File: src/rtl/fcgs_pkg.sv
// Shared helpers for the frequency counter gate sequencer.
// Assumes: widths are derived from positive parameter values.
package fcgs_pkg;
    // Width needed to hold values 0 .. n-1 (at least one bit).
    function automatic int cnt_width(input int n);
        return (n > 1) ? $clog2(n) : 1;
    endfunction
endpackage

File: src/rtl/fcgs_tick_div.sv
// Reference divider: emits a one-cycle tick every DIV reference cycles.
// Assumes: DIV >= 2; counter restarts from zero on reset.
module fcgs_tick_div #(
    parameter int DIV = 200000
) (
    input  logic clk,
    input  logic rst_n,
    output logic tick
);
    localparam int W = fcgs_pkg::cnt_width(DIV);
    localparam logic [W-1:0] LAST = W'(DIV - 1);

    logic [W-1:0] cnt;

    // Free-running modulo-DIV counter.
    always_ff @(posedge clk) begin
        if (!rst_n)          cnt <= '0;
        else if (cnt == LAST) cnt <= '0;
        else                 cnt <= cnt + W'(1);
    end

    assign tick = (cnt == LAST);


    tick_single_chk: assert property (@(posedge clk) disable iff (!rst_n)
        tick |=> !tick);
endmodule

File: src/rtl/fcgs_phase_seq.sv
// Phase sequencer: steps a slot counter per base tick and decodes the
// gate window, the preset window and a one-cycle capture strobe.
// Assumes: PRESET window lies strictly between GATE_SLOTS and CYCLE_SLOTS.
module fcgs_phase_seq #(
    parameter int CYCLE_SLOTS  = 16,
    parameter int GATE_SLOTS   = 8,
    parameter int PRESET_FIRST = 12,
    parameter int PRESET_SLOTS = 2
) (
    input  logic clk,
    input  logic rst_n,
    input  logic tick,
    output logic gate,
    output logic preset,
    output logic capture
);
    localparam int SW = fcgs_pkg::cnt_width(CYCLE_SLOTS);
    localparam logic [SW-1:0] SLOT_LAST  = SW'(CYCLE_SLOTS - 1);
    localparam logic [SW-1:0] SLOT_CLOSE = SW'(GATE_SLOTS);
    localparam logic [SW-1:0] SLOT_OPENL = SW'(GATE_SLOTS - 1);
    localparam logic [SW-1:0] PRE_LO     = SW'(PRESET_FIRST);
    localparam logic [SW-1:0] PRE_HI     = SW'(PRESET_FIRST + PRESET_SLOTS - 1);

    logic [SW-1:0] slot;
    logic          cap_q;

    // Slot counter advances on each tick; reset parks it in the first closed slot.
    always_ff @(posedge clk) begin
        if (!rst_n)             slot <= SLOT_CLOSE;
        else if (tick)          slot <= (slot == SLOT_LAST) ? '0 : slot + SW'(1);
    end

    // Capture strobe fires in the first cycle after the gate closes.
    always_ff @(posedge clk) begin
        if (!rst_n) cap_q <= 1'b0;
        else        cap_q <= tick && (slot == SLOT_OPENL);
    end

    assign gate    = (slot < SLOT_CLOSE);
    assign preset  = (slot >= PRE_LO) && (slot <= PRE_HI);
    assign capture = cap_q;


    cap_after_gate_chk: assert property (@(posedge clk) disable iff (!rst_n)
        $fell(gate) |-> capture);

    cap_single_chk: assert property (@(posedge clk) disable iff (!rst_n)
        capture |=> !capture);

    preset_rise_chk: assert property (@(posedge clk) disable iff (!rst_n)
        $rose(preset) |-> $past(!gate && !capture));
endmodule

File: src/rtl/fcgs_pulse_gate.sv
// Pulse path: synchronises the measured input, detects rising edges,
// passes only those inside the gate and divides them by PRESCALE.
// Assumes: input pulses are high and low for at least one reference cycle
// each; clr and gate are never high together.
module fcgs_pulse_gate #(
    parameter int SYNC_STAGES = 2,
    parameter int PRESCALE    = 10
) (
    input  logic clk,
    input  logic rst_n,
    input  logic meas_in,
    input  logic gate,
    input  logic clr,
    output logic cnt_clk
);
    localparam int PW = fcgs_pkg::cnt_width(PRESCALE);
    localparam logic [PW-1:0] PC_LAST = PW'(PRESCALE - 1);

    logic [SYNC_STAGES-1:0] sy;
    logic                   prev;
    logic                   rise;
    logic [PW-1:0]          pc;
    logic                   out_q;

    // Synchroniser chain, one flop per stage.
    for (genvar g = 0; g < SYNC_STAGES; g++) begin : g_sync
        if (g == 0) begin : g_first
            // First stage samples the asynchronous input.
            always_ff @(posedge clk) begin
                if (!rst_n) sy[0] <= 1'b0;
                else        sy[0] <= meas_in;
            end
        end else begin : g_next
            // Later stages resample the previous stage.
            always_ff @(posedge clk) begin
                if (!rst_n) sy[g] <= 1'b0;
                else        sy[g] <= sy[g-1];
            end
        end
    end

    // Delayed copy for rising-edge detection.
    always_ff @(posedge clk) begin
        if (!rst_n) prev <= 1'b0;
        else        prev <= sy[SYNC_STAGES-1];
    end

    assign rise = sy[SYNC_STAGES-1] && !prev;

    // Divide-by-PRESCALE of gated edges, cleared in the preset window.
    always_ff @(posedge clk) begin
        if (!rst_n || clr)      pc <= '0;
        else if (rise && gate)  pc <= (pc == PC_LAST) ? '0 : pc + PW'(1);
    end

    // One-cycle counter clock on the wrapping edge.
    always_ff @(posedge clk) begin
        if (!rst_n) out_q <= 1'b0;
        else        out_q <= rise && gate && !clr && (pc == PC_LAST);
    end

    assign cnt_clk = out_q;


    rise_single_chk: assert property (@(posedge clk) disable iff (!rst_n)
        rise |=> !rise);

    pc_range_chk: assert property (@(posedge clk) disable iff (!rst_n)
        pc <= PC_LAST);

    cnt_clk_single_chk: assert property (@(posedge clk) disable iff (!rst_n)
        cnt_clk |=> !cnt_clk);

    cnt_clk_gated_chk: assert property (@(posedge clk) disable iff (!rst_n)
        cnt_clk |-> $past(gate));

    clr_zero_chk: assert property (@(posedge clk) disable iff (!rst_n)
        clr |=> (pc == '0));
endmodule

File: src/rtl/fc_gate_sequencer.sv
// Top: gate sequencer for a gated frequency counter. Divides the reference
// to a base tick, sequences capture, preset and gate within each cycle,
// and prescales the gated measured edges into a counter clock.
// Assumes: REF_DIV >= 2, PRESCALE >= 2, GATE_SLOTS < PRESET_FIRST and
// PRESET_FIRST + PRESET_SLOTS <= CYCLE_SLOTS.
module fc_gate_sequencer #(
    parameter int REF_DIV      = 200000,
    parameter int CYCLE_SLOTS  = 16,
    parameter int GATE_SLOTS   = 8,
    parameter int PRESET_FIRST = 12,
    parameter int PRESET_SLOTS = 2,
    parameter int SYNC_STAGES  = 2,
    parameter int PRESCALE     = 10
) (
    input  logic clk,
    input  logic rst_n,
    input  logic meas_in,
    output logic gate_o,
    output logic preset_o,
    output logic capture_o,
    output logic cnt_clk_o
);
    logic tick;

    fcgs_tick_div #(.DIV(REF_DIV)) u_div (
        .clk   (clk),
        .rst_n (rst_n),
        .tick  (tick)
    );

    fcgs_phase_seq #(
        .CYCLE_SLOTS  (CYCLE_SLOTS),
        .GATE_SLOTS   (GATE_SLOTS),
        .PRESET_FIRST (PRESET_FIRST),
        .PRESET_SLOTS (PRESET_SLOTS)
    ) u_seq (
        .clk     (clk),
        .rst_n   (rst_n),
        .tick    (tick),
        .gate    (gate_o),
        .preset  (preset_o),
        .capture (capture_o)
    );

    fcgs_pulse_gate #(
        .SYNC_STAGES (SYNC_STAGES),
        .PRESCALE    (PRESCALE)
    ) u_pulse (
        .clk     (clk),
        .rst_n   (rst_n),
        .meas_in (meas_in),
        .gate    (gate_o),
        .clr     (preset_o),
        .cnt_clk (cnt_clk_o)
    );


    no_overlap_chk: assert property (@(posedge clk) disable iff (!rst_n)
        !(gate_o && preset_o));

    cap_alone_chk: assert property (@(posedge clk) disable iff (!rst_n)
        capture_o |-> (!gate_o && !preset_o));
endmodule

File: config.mk
export PLATFORM = sky130hd
export DESIGN_NAME = fc_gate_sequencer
export DESIGN_NICKNAME = d
export VERILOG_FILES = /design/src/rtl/fcgs_pkg.sv /design/src/rtl/fcgs_tick_div.sv /design/src/rtl/fcgs_phase_seq.sv /design/src/rtl/fcgs_pulse_gate.sv /design/src/rtl/fc_gate_sequencer.sv
export SDC_FILE = /design/constraint.sdc
export NUM_CORES = 1
export LEC_CHECK = 0
export CAP_MARGIN = 10
export CORE_AREA = 2 2 71 73
export DETAILED_ROUTE_END_ITERATION = 16
export DIE_AREA = 0 0 73 75
export SLEW_MARGIN = 20
export SYNTH_ARGS = -nofsm -noshare
export SYNTH_HDL_FRONTEND = slang
export SYNTH_SLANG_ARGS = --single-unit
export TNS_END_PERCENT = 20
File: constraint.sdc
create_clock -name clk -period 1.5 [get_ports clk]
set_input_delay 0.3 -clock clk [delete_from_list [all_inputs] [get_ports clk]]
set_output_delay 0.3 -clock clk [all_outputs]
set_load 0.01 [all_outputs]
==> reports/results.tsv, run 1 <==
stage	metric	value	unit
hold_path	min_path_type	register to register	
setup_path	reg2reg_depth	4	
setup_path	rr_endpoint	u_div.cnt[17]	
synthesis	synthSimpleGateAreaFrac	0.3043	
routing	first_pass_iters	5	
setup_path	critPathKind	register to register	
grt	gr-total-overflow	0	
timing	max_freq	635.9	MHz
timing	tightest_slew	376.3	ps
layout	drive_gt1_frac	0.3600	
setup_path	start_kind	register	
grt	grt_max_degree	10	
setup_path	endpoint_kind	register	
setup_path	r2r_start	u_div.cnt[0]	
setup_path	required	1720	ps
timing	final_max_slew_viol_count	0	
cts	cts_tree	built	
synthesis	postSynthCellCount	152	
layout	layout_commonest_cell	buf_4	
cts	clock_latency	280	ps
cts	cts_buffers	5	
run	drv_cap	0	
layout	area.growth.synth_to_final	41.30	%
floorplan	die_w	73	um
synthesis	yosys_warnings	0	
cts	cts-root-buf	clkbuf_8	
synthesis	synth_area	1381	sq um
routing	first_iter_violations	44	
routing	wl_per_cell	11.96	um
layout	final_nets	206	
timing	max-slew-margin-rel	0.7483	
power	cellPowerDensity	787.6	nW/um^2
layout	antenna_cells	0	
routing	routed_via_density	4.713	
synthesis	ys_seq_area_frac	0.4493	
floorplan	die_height	75	um
setup_path	crit_fanout	3	
timing	tns	-216.4	ps
cts	holdBufCountCts	0	
synthesis	synth_top_area_share	0.4493	
routing	ant_nets	0	
timing	clock_skew	7.193	ps
timing	rsz0062_at_grt	true	
floorplan	start_util	0.2964	
timing	final-hold-violation-count	0	
power	max-vdd-ir-drop	532.5	uV
synthesis	synth.mux.area_fraction	0.01449	
routing	via_count	1197	
routing	drc	0	
routing	wirelength	3039	um
grt	grt_pass1_wl	5285	um
synthesis	ys_seq_elements	31	
setup_path	endpoint	u_div.cnt[17]	
placed_design	port_buffers	6	
setup_path	r2r_slack	-70	ps
cts	clk_pin_slew	70	ps
timing	setup_viol	11	
synthesis	synth-compound-area-share	0.05978	
timing	fin_ws	-72.49	ps
grt	grt_pass1_vias	1198	
outcome	failed_checks	setup timing	
power	p_leak	0.0007407	uW
cts	cts_num_sinks	31	
grt	antenna_found_initial	0	
floorplan	ios	7	
grt	track_usage	0.1294	
floorplan	rows	25	
placed_design	dp_hpwl	2097	um
floorplan	core	4661	sq um
synthesis	synthAdderAreaFrac	0.03623	
synthesis	avgSynthCellArea	9.088	sq um
synthesis	synth.distinct_cells	33	
synthesis	syn-num-nets	159	
cts	h-tree-depth	2	
cts	clk_path_buf_depth	2	
synthesis	synth-xor-area-share	0.1078	
synthesis	synthTopCellsByArea	dfxtp_1, xnor2_1, nor2_1	
timing	finalWorstPathRequiredPeriod	1572	ps
layout	layout_common_cells	buf_4, nor2_1, dfxtp_1, xnor2_1, dfxtp_2	
timing	fin_crit_sh	1.048	
setup_path	cp-startpoint	u_div.cnt[0]	
timing	whs	460.2	ps
placed_design	gp_routability_congestion	0.7573	
synthesis	synth_area_leader_cell	dfxtp_1	
floorplan	die_area	5475	sq um
synthesis	synth_top_family_by_area	simple AND/OR/NAND/NOR gates	
setup_path	arrival	1800	ps
outcome	outcome	finished with violations	
registers in the layout, indices dropped and copies added (netlist names):
register / flops
u_div.cnt: 18
u_pulse.cnt_clk: 1
u_pulse.pc: 4
u_pulse.prev: 1
u_pulse.sy: 2
u_seq.capture: 1
u_seq.slot: 4
layer usage:
layer,GRT usage,part of all wire
met1,0.1565,0.48
met2,0.2092,0.46
met3,0.05355,0.037
met4,0.04321,0.014
met5,0,0
synth_stat cells:
| master | number |
|---|---|
| mux2i_1 | 2 |
| nor2b_1 | 2 |
| nor3b_1 | 2 |
| nand4_4 | 1 |
| or3_1 | 1 |
| o41ai_1 | 2 |
| nand4bb_1 | 1 |
| ha_1 | 4 |
| nor4_1 | 3 |
| nand3_1 | 7 |
| nor2_1 | 24 |
| nor4bb_1 | 2 |
| dfxtp_1 | 31 |
| o21ai_1 | 1 |
| nor3_1 | 6 |
| clkbuf_1 | 1 |
| o21ai_0 | 3 |
| nand2_1 | 7 |
| o211ai_1 | 1 |
| and2_1 | 5 |
| inv_1 | 8 |
| buf_2 | 1 |
| xor2_1 | 3 |
| and4bb_2 | 1 |
| and3_1 | 3 |
| nor4b_1 | 1 |
| xnor2_1 | 14 |
| and3_2 | 1 |
| a21oi_1 | 4 |
| nand4_1 | 6 |
| or4_4 | 1 |
| nand2b_1 | 1 |
| o311ai_0 | 2 |
metrics by stage:
step | worst slack (ps) | power (uW) | instances | utilization | cell area (sq um)
after global placement | -103.5 | 911.3 | 244 | 0.3783 | 1763
final | -72.49 | 1537 | 254 | 0.4188 | 1952
after floorplan | -111.2 | 880.0 | 152 | - | 1389
after CTS | -100.7 | 1553 | 252 | 0.4078 | 1901
after detailed placement | -104.3 | 912.2 | 244 | 0.3783 | 1763
after global routing | -118.1 | 1595 | 254 | 0.4188 | 1952
critical path, stage by stage, from the launching register on:
cell and delay [ps]:
dfxtp_2 340, nand4_1 170, or4_4 520, or3_1 350, a21oi_1 130
logic make-up after synthesis:
group,count (synthesis)
fa+ha+maj,4
mux,2
buf+inv,10
simple gates,75
compound gates,13
xor+xnor,17
flops,31
what timing repair did:
item | 4_1_cts | 5_1_grt
setup buffers | 0 | 2
hold endpoints to repair | 0 | 0
setup endpoints to repair | 20 | 21
pin swaps | 0 | 4
gates resized for setup | 15 | 14
area by class of cell:
class | instances | area, sq um
Multi-Input combinational cell | 111 | 815.8
Clock inverter | 1 | 5.005
Sequential cell | 31 | 633.1
Inverter | 8 | 30.03
Clock buffer | 7 | 76.32
Tap cell | 54 | 67.56
Timing Repair Buffer | 42 | 324.1
Fill cell | 450 | 2709
where the power goes:
part	switching, uW	internal (uW)
clock	313	325
combinational	27.2	31.1
sequential	6.55	834
worst min-delay path by stage:
stage	depth (start not counted)	start	endpoint	slack (ps)
3_3_place_gp	1	u_pulse.sy[0]	u_pulse.sy[1]	440
2_1_floorplan	1	u_pulse.sy[0]	u_pulse.sy[1]	410
3_5_place_dp	1	u_pulse.sy[0]	u_pulse.sy[1]	450
5_1_grt	1	u_pulse.sy[0]	u_pulse.sy[1]	490
4_1_cts	1	u_pulse.sy[0]	u_pulse.sy[1]	470
6_report	1	u_pulse.sy[0]	u_pulse.sy[1]	460
No activity file was read; power rests on OpenSTA's default activity.
==> run 2, diff against run 1 <==
SLEW_MARGIN = 15   (was 20)
==> results of run 2 <==
Final layout, timing and power as in run 1 (identical DEF).
